**config.mk**
```make
export PLATFORM = sky130hd
export DESIGN_NAME = twr_regport
export DESIGN_NICKNAME = d
export VERILOG_FILES = /design/src/rtl/twr_pkg.sv /design/src/rtl/twr_sync.sv /design/src/rtl/twr_regfile.sv /design/src/rtl/twr_frame.sv /design/src/rtl/twr_regport.sv
export SDC_FILE = /design/constraint.sdc
export NUM_CORES = 1
export LEC_CHECK = 0
export ABC_AREA = 1
export CAP_MARGIN = 5
export CELL_PAD_IN_SITES_DETAIL_PLACEMENT = 0
export CELL_PAD_IN_SITES_GLOBAL_PLACEMENT = 1
export CORE_ASPECT_RATIO = 1.1
export CORE_MARGIN = 5
export CORE_UTILIZATION = 43
export CTS_BUF_LIST = sky130_fd_sc_hd__clkbuf_8
export CTS_CLUSTER_DIAMETER = 150
export DETAILED_ROUTE_END_ITERATION = 12
export PLACE_DENSITY = 0.84
export SLEW_MARGIN = 5
export SYNTH_ARGS = -nofsm -noshare
export SYNTH_HDL_FRONTEND = slang
export SYNTH_HIERARCHICAL = 1
export SYNTH_SLANG_ARGS = --single-unit
```
**constraint.sdc**
```tcl
create_clock -name clk -period 3.1 [get_ports clk]
set_clock_uncertainty 0.15 [all_clocks]
set_input_delay 0.465 -clock clk [delete_from_list [all_inputs] [get_ports clk]]
set_output_delay 0.465 -clock clk [all_outputs]
set_load 0.01 [all_outputs]
```
**src/rtl/twr_pkg.sv**
```systemverilog
package twr_pkg;
  localparam int REG_LGAIN = 0;
  localparam int REG_RGAIN = 1;
  localparam int REG_CTRL  = 2;
  localparam int MUTE_BIT  = 0;
  localparam int NUM_REGS  = 3;
endpackage

```
**src/rtl/twr_sync.sv**
```systemverilog
module twr_sync #(
  parameter int          W       = 3,
  parameter logic [W-1:0] RST_VAL = '0
) (
  input  logic         clk,
  input  logic         rst_n,
  input  logic [W-1:0] d,
  output logic [W-1:0] q,
  output logic [W-1:0] q_dly
);
  for (genvar b = 0; b < W; b++) begin : g_bit
    logic s1, s2, s3;
    always_ff @(posedge clk or negedge rst_n) begin
      if (!rst_n) begin
        s1 <= RST_VAL[b];
        s2 <= RST_VAL[b];
        s3 <= RST_VAL[b];
      end else begin
        s1 <= d[b];
        s2 <= s1;
        s3 <= s2;
      end
    end
    assign q[b]     = s2;
    assign q_dly[b] = s3;
  end
endmodule

```
**src/rtl/twr_regfile.sv**
```systemverilog
module twr_regfile #(
  parameter int DW   = 8,
  parameter int IW   = 7,
  parameter int NREG = twr_pkg::NUM_REGS
) (
  input  logic             clk,
  input  logic             rst_n,
  input  logic             wr_stb,
  input  logic [IW-1:0]    wr_idx,
  input  logic [DW-1:0]    wr_data,
  input  logic [IW-1:0]    rd_idx,
  output logic [DW-1:0]    rd_data,
  output logic [NREG*DW-1:0] regs_flat
);
  logic [DW-1:0] regs [NREG];

  for (genvar i = 0; i < NREG; i++) begin : g_reg
    logic wen;
    assign wen = wr_stb && (wr_idx == IW'(i));
    always_ff @(posedge clk or negedge rst_n) begin
      if (!rst_n)   regs[i] <= '0;
      else if (wen) regs[i] <= wr_data;
    end
    assign regs_flat[i*DW +: DW] = regs[i];
  end

  always_comb begin
    rd_data = '0;
    for (int i = 0; i < NREG; i++)
      if (rd_idx == IW'(i)) rd_data = regs[i];
  end
endmodule

```
**src/rtl/twr_frame.sv**
```systemverilog
module twr_frame #(
  parameter int AW = 8,
  parameter int DW = 8,
  localparam int FB = AW + DW,
  localparam int CW = $clog2(FB + 2),
  localparam int IW = AW - 1
) (
  input  logic          clk,
  input  logic          rst_n,
  input  logic          sclk_s,
  input  logic          sclk_d,
  input  logic          csn_s,
  input  logic          csn_d,
  input  logic          sdi_s,
  input  logic [DW-1:0] rd_data,
  output logic [IW-1:0] rd_idx,
  output logic          sdo,
  output logic          oe,
  output logic          wr_stb,
  output logic [IW-1:0] wr_idx,
  output logic [DW-1:0] wr_data
);
  logic sclk_rise, sclk_fall, cs_start, cs_end, active;
  logic [CW-1:0] cnt_q, cnt_n;
  logic [FB-1:0] sh_q, sh_n;
  logic [AW-1:0] addr_q, addr_n;
  logic [DW-1:0] osh_q, osh_n;
  logic          oe_q, oe_n, stb_q, stb_n;
  logic [IW-1:0] widx_q, widx_n;
  logic [DW-1:0] wdat_q, wdat_n;
  logic          is_read;

  assign sclk_rise = sclk_s & ~sclk_d;
  assign sclk_fall = ~sclk_s & sclk_d;
  assign cs_start  = ~csn_s & csn_d;
  assign cs_end    = csn_s & ~csn_d;
  assign active    = ~csn_s;
  assign is_read   = addr_q[AW-1];

  always_comb begin
    cnt_n  = cnt_q;
    sh_n   = sh_q;
    addr_n = addr_q;
    osh_n  = osh_q;
    oe_n   = oe_q;
    stb_n  = 1'b0;
    widx_n = widx_q;
    wdat_n = wdat_q;
    if (cs_start) begin
      cnt_n = '0;
      oe_n  = 1'b0;
    end else if (cs_end) begin
      oe_n = 1'b0;
      if (cnt_q == CW'(FB) && !is_read) begin
        stb_n  = 1'b1;
        widx_n = addr_q[IW-1:0];
        wdat_n = sh_q[DW-1:0];
      end
    end else if (active) begin
      if (sclk_rise && cnt_q <= CW'(FB)) begin
        cnt_n = cnt_q + 1'b1;
        sh_n  = {sh_q[FB-2:0], sdi_s};
        if (cnt_q == CW'(AW - 1)) addr_n = {sh_q[AW-2:0], sdi_s};
      end
      if (sclk_fall) begin
        if (cnt_q == CW'(AW) && is_read) begin
          oe_n  = 1'b1;
          osh_n = rd_data;
        end else if (oe_q && cnt_q > CW'(AW) && cnt_q < CW'(FB)) begin
          osh_n = {osh_q[DW-2:0], 1'b0};
        end else if (cnt_q >= CW'(FB)) begin
          oe_n = 1'b0;
        end
      end
    end
  end

  always_ff @(posedge clk or negedge rst_n) begin
    if (!rst_n) begin
      cnt_q  <= '0;
      sh_q   <= '0;
      addr_q <= '0;
      osh_q  <= '0;
      oe_q   <= 1'b0;
      stb_q  <= 1'b0;
      widx_q <= '0;
      wdat_q <= '0;
    end else begin
      cnt_q  <= cnt_n;
      sh_q   <= sh_n;
      addr_q <= addr_n;
      osh_q  <= osh_n;
      oe_q   <= oe_n;
      stb_q  <= stb_n;
      widx_q <= widx_n;
      wdat_q <= wdat_n;
    end
  end

  assign rd_idx  = addr_q[IW-1:0];
  assign sdo     = osh_q[DW-1];
  assign oe      = oe_q;
  assign wr_stb  = stb_q;
  assign wr_idx  = widx_q;
  assign wr_data = wdat_q;
endmodule

```
**src/rtl/twr_regport.sv**
```systemverilog
module twr_regport #(
  parameter int AW = 8,
  parameter int DW = 8,
  localparam int IW = AW - 1,
  localparam int NR = twr_pkg::NUM_REGS
) (
  input  logic          clk,
  input  logic          rst_n,
  input  logic          sclk_i,
  input  logic          csn_i,
  input  logic          sdata_i,
  output logic          sdata_o,
  output logic          sdata_oe,
  output logic          wr_stb_o,
  output logic [IW-1:0] wr_idx_o,
  output logic [DW-1:0] wr_data_o,
  output logic [DW-1:0] gain_l_o,
  output logic [DW-1:0] gain_r_o,
  output logic [DW-1:0] ctrl_o,
  output logic          mute_o
);
  logic rst_meta, rst_sync_n;
  always_ff @(posedge clk or negedge rst_n) begin
    if (!rst_n) begin
      rst_meta   <= 1'b0;
      rst_sync_n <= 1'b0;
    end else begin
      rst_meta   <= 1'b1;
      rst_sync_n <= rst_meta;
    end
  end

  logic [2:0] pin_s, pin_d;
  logic       csn_s;
  twr_sync #(.W(3), .RST_VAL(3'b010)) u_sync (
    .clk(clk), .rst_n(rst_sync_n),
    .d({sdata_i, csn_i, sclk_i}), .q(pin_s), .q_dly(pin_d)
  );
  assign csn_s = pin_s[1];

  logic [IW-1:0]    rd_idx;
  logic [DW-1:0]    rd_data;
  logic [NR*DW-1:0] regs_flat;

  twr_frame #(.AW(AW), .DW(DW)) u_frame (
    .clk(clk), .rst_n(rst_sync_n),
    .sclk_s(pin_s[0]), .sclk_d(pin_d[0]),
    .csn_s(pin_s[1]), .csn_d(pin_d[1]),
    .sdi_s(pin_s[2]), .rd_data(rd_data), .rd_idx(rd_idx),
    .sdo(sdata_o), .oe(sdata_oe),
    .wr_stb(wr_stb_o), .wr_idx(wr_idx_o), .wr_data(wr_data_o)
  );

  twr_regfile #(.DW(DW), .IW(IW), .NREG(NR)) u_regs (
    .clk(clk), .rst_n(rst_sync_n),
    .wr_stb(wr_stb_o), .wr_idx(wr_idx_o), .wr_data(wr_data_o),
    .rd_idx(rd_idx), .rd_data(rd_data), .regs_flat(regs_flat)
  );

  assign gain_l_o = regs_flat[twr_pkg::REG_LGAIN*DW +: DW];
  assign gain_r_o = regs_flat[twr_pkg::REG_RGAIN*DW +: DW];
  assign ctrl_o   = regs_flat[twr_pkg::REG_CTRL*DW +: DW];
  assign mute_o   = ctrl_o[twr_pkg::MUTE_BIT];
endmodule

```
# --- Word level (Yosys, flattened, before mapping) ---
# Index checks and enable logic that the tools add are counted.
word_totals:
  inputBits: 5
  register_bits: 80
  word_cells: 87
classes:
  eq_ne: 11
  n_lt_le_gt_ge: 4
  n_bitwise: 10
  n_addsub: 1
  reduce_logical: 21
  n_mux: 19
ops:
  columns: ["operator", "n"]
  rows:
  - ["two-way mux 8 bit", 5]
  - ["two-way mux 5 bit", 4]
  - ["== test 7 x 1 -> 1 bit (second input constant)", 2]
  - ["== test 7 x 2 -> 1 bit (second input constant)", 2]
  - ["zero test 7 bit", 2]
  - ["two-way mux 1 bit", 10]
  - ["AND reduction 5 bit", 2]
  - ["logical AND 1 bit", 8]
  - ["AND reduction 4 bit", 2]
  - ["NOT 1 bit", 6]
  - ["AND reduction 3 bit", 2]
  - ["adder 5 x 1 -> 5 bit (second input constant)", 1]
  - ["== test 5 x 3 -> 1 bit (second input constant)", 1]
  - ["== test 5 x 4 -> 1 bit (second input constant)", 1]
  - ["== test 5 bit (second input constant)", 1]
  - ["greater-or-equal comparator 5 bit (second input constant)", 1]
  - ["greater-than comparator 5 x 4 -> 1 bit (second input constant)", 1]
  - ["<= comparator 5 bit (second input constant)", 1]
  - ["< comparator 5 bit (second input constant)", 1]
  - ["AND 1 bit", 4]
  - ["!= test 2 x 1 -> 1 bit (second input constant)", 2]
  - ["!= test 4 x 1 -> 1 bit (second input constant)", 1]
  - ["nonzero test 2 bit", 2]
  - ["nonzero test 4 bit", 1]
  - ["3 further kinds", 3]

# --- Longest topological paths before layout ---
logic_depth:
  depth_word: 9
  mapped_depth: 11

# --- Cells and area by module ---
# The synthesis kept the hierarchy.
modules_own_cells:
  columns: ["mod", "cells_per_inst", "area_each_um2", "instances"]
  rows:
  - ["twr_frame", 262, 2225.9, 1]
  - ["twr_regfile", 166, 1287.5, 1]
  - ["twr_sync", 15, 274.0, 1]
  - ["twr_regport", 4, 61.3, 1]

# --- Worst setup path after synthesis ---
# Ideal clock, no wire load.
synth_timing:
  path_type: "reg2reg"
  start: "reg u_sync.g_bit[1].s2"
  end: "reg u_frame.osh_q[1]"
  required_ps: 2834
  path_buffers: 1
  arrival_time_ps: 1634
  setup_ps: 116
  path_slack_ps: 1200
  stages_incl_launch_ff: 10
  cell_sequence: "dfstp_2 > buf_4 > inv_1 > ha_1 > inv_1 > nand2_1 > nor3_1 > nand2_4 > nand2_1 > nand2_1"
synth_via:
  elab_chain_cells: 4
  word_cells_on_any_way: 6
  cone_classes: "bitwise (5); reduce/logical (1)"
synth_lines:
  columns: ["element", "line_no", "source"]
  rows:
  - ["from (decl)", "twr_sync.sv:12", "logic s1, s2, s3;"]
  - ["from (signal assigned)", "twr_sync.sv:16", "s2 <= RST_VAL[b];"]
  - ["NOT 1 bit (no source line)", null, null]
  - ["AND 1 bit", "twr_frame.sv:35", "assign cs_start = ~csn_s & csn_d;"]
  - ["NOT 1 bit (no source line)", null, null]
  - ["AND reduction 5 bit (no source line) (*)", null, null]
  - ["to (signal assigned)", "twr_frame.sv:92", "osh_q <= osh_n;"]
  - ["to (decl)", "twr_frame.sv:27", "logic [DW-1:0] osh_q, osh_n;"]
# Mark *: on every way between the ends. The rest lies on a longest branch, timed or not.
# A chain may end at the register's enable or synchronous reset.

# --- Final worst setup path ---
# Ends and elaborated chain as after synthesis.

==> results.py <==
metrics = {
    "grt": {
        "use_met1_pct": 22.1,
        "grt_pass1_wl_um": 14300,
        "grt_util_met2_pct": 27.4,
        "grt_use_total_pct": 16.9,
        "antenna_found_initial": 0,
        "globalRouteOverflowTotal": 0,
        "busiest_layer": "met2",
        "grt_pass1_vias": 2893,
        "grt_max_degree": 79,
        "grt_use_met3_pct": 3.65,
    },
    "setup_path": {
        "critPathRequiredTime_ps": 3230,
        "crit_type": "flip-flop to flip-flop",
        "max_stage_delay_ps": 600,
        "crit_chain": "inv_1, ha_1, inv_1, nand2_1, nor3_1, nand2_4, clkinv_4, nand2_1, nand2_1",
        "start_kind": "flip-flop",
        "slowest_stage": "dfstp_2",
        "crit_fanout": 9,
        "critical-path-top-delay-family": "simple AND/OR/NAND/NOR gates",
        "path_common_cell": "nand2_1",
        "critPathBufInv": 3,
        "worstPathArrival_ps": 2220,
        "r2r-start": "u_sync/g_bit[1].s2",
        "cp-startpoint": "u_sync/g_bit[1].s2",
        "end_kind": "flip-flop",
    },
    "cells_and_area": {
        "drive_above_1_share_pct": 11.5,
        "diodes": 0,
        "multiInputGateArea_mm2": 0.00148,
        "syn_to_final_growth_pct": 17.6,
        "fillCellCount": 863,
        "fin_nets": 493,
        "design_area_mm2": 0.00449,
        "ff_latch_area_mm2": 0.00201,
    },
    "floorplan": {
        "start_util_pct": 43.4,
        "dieHeight_um": 109,
        "dieArea_mm2": 0.0109,
        "num_rows": 36,
        "core-area_mm2": 0.00878,
        "die_w_um": 99.8,
        "pin_count": 48,
    },
    "clock_tree": {
        "cts_tree": "yes",
        "cts_resized": 0,
        "clk_pin_slew_worst_paths_ps": 80,
        "clockBufferDepth": 2,
        "htreeDepth": 3,
        "cts_setup_buffers": 0,
        "cts.sinks": 80,
        "cts-root-buf": "clkbuf_8",
        "postCtsHoldBufs": 0,
        "cts_made_buffers": 9,
        "worst_skew_pair.late_latency_ps": 340,
    },
    "sta": {
        "fin_crit_sh_pct": 67.4,
        "fmax_mhz": 478,
        "max-slew-margin-rel_pct": 33.8,
        "drv_slew": 0,
        "setup_viol": 0,
        "rsz0062_at_grt": "no",
        "setup_tns_ps": 0,
        "tightest_slew_ps": 992,
        "finalHoldViolCount": 0,
        "period_needed_ps": 2090,
    },
    "synth": {
        "syn-mean-instance-area_um2": 8.58,
        "synth_warnings": 6,
        "synthCells": 445,
        "synthesis.area_mm2": 0.00382,
        "syn_nets": 454,
    },
    "power": {
        "p_leak_uw": 0.00222,
        "powerDensity_mw_per_mm2": 438,
        "ir_drop_mv": 0.194,
    },
    "detailed_routing": {
        "wl_um": 8490,
        "wl_per_cell_um": 14.1,
        "vias_per_cell": 4.95,
        "drc": 0,
        "drt_iter0_markers": 105,
        "firstDrtPassIters": 4,
        "drtAntennaViolNets": 0,
        "dr_total_vias": 2986,
    },
    "flow_run": {
        "max_cap_violations": 0,
    },
    "outcome": {
        "status": "completed",
    },
    "placement": {
        "port_buffers": 47,
        "dpl_cell_area_mm2": 0.00429,
        "dp_hpwl_um": 6030,
        "place.gp.congestion": 0.810,
    },
    "min_path": {
        "worstHoldPathType": "input port to asynchronous set/reset pin",
    },
}
## registers in the layout, summed over array words and instances, names as in the netlist, 2 cells and up
signal            cells
u_regs/regs_flat     24
u_frame/wr_data       8
u_frame/wr_idx        7
u_sync/g_bit.s2       3
u_sync/g_bit.s1       3
u_frame/addr_q        8
u_frame/osh_q         8
u_frame/cnt_q         5
u_sync/g_bit.s3       2
u_frame/sh_q          8
## worst paths after layout
path | end | slack [ps] | depth (start not counted)
min in group clk | u_sync/g_bit[2].s2 | 200 | 0
max in group asynchronous | u_frame/cnt_q[0] | 1800 | 0
worst min-delay path | rst_sync_n | 130 | 1
worst max-delay path | u_frame/osh_q[1] | 1010 | 9
worst min register to register | u_sync/g_bit[2].s2 | 200 | 0
worst max register to register | u_frame/osh_q[1] | 1010 | 9
## layer usage
metal  share of wire [%]  up-vias
met1                  44     1430
met3                 4.6        4
met5                   0        -
met2                  50       65
met4                0.70        0
li1                    -     1487
## through the flow
stage / instances / total power, uW / hold slack, ps / utilization (%) / worst slack (ps)
after floorplan: 445 / 1200 / 19.4 / - / 562
after global routing: 603 / 2050 / 105 / 51.1 / 852
after global placement: 587 / 1220 / 183 / 48.8 / 1010
after CTS: 603 / 2000 / 111 / 51.1 / 999
final: 603 / 1970 / 126 / 51.1 / 1010
after detailed placement: 587 / 1230 / 186 / 48.8 / 1020
## cell type report
| class | instances | share of cell area (%) |
|---|---|---|
| flip-flops and latches | 80 | 44.8 |
| repair buffers | 49 | 10.8 |
| inverters | 43 | 3.71 |
| well taps | 114 | 3.18 |
| multi-input cells | 301 | 33.1 |
| clock inverters | 5 | 1.06 |
| clock buffers | 11 | 3.37 |
## power by group
part / total, uW / switching [uW] / internal (uW)
logic: 83.1 / 50.0 / 33.0
registers: 1120 / 43.9 / 1070
clock network: 764 / 356 / 408
## cell usage in the layout, fill, tap and decap left out
| cell type | instances |
|---|---|
| nor3_4 | 2 |
| nor2_1 | 10 |
| inv_1 | 39 |
| o21bai_2 | 1 |
| nor3_1 | 2 |
| nand2_2 | 4 |
| ha_1 | 4 |
| nand3_1 | 73 |
| clkinv_2 | 2 |
| bufinv_16 | 1 |
| dfrtp_4 | 1 |
| nand2_4 | 3 |
| a22oi_1 | 1 |
| clkinv_1 | 1 |
| nor2_4 | 4 |
| nand2_1 | 160 |
| clkdlybuf4s50_1 | 47 |
| inv_2 | 4 |
| nand4_2 | 1 |
| nand3_2 | 1 |
| dfstp_2 | 3 |
| clkinv_4 | 1 |
| nand3_4 | 2 |
| buf_4 | 2 |
| o21ai_0 | 16 |
| dfrtp_1 | 76 |
| clkbuf_8 | 11 |
| conb_1 | 1 |
| nor2_2 | 4 |
| nand4_1 | 3 |
| o21ai_2 | 8 |
| nor3_2 | 1 |
Note: power is estimated with default switching activity, not from simulation.
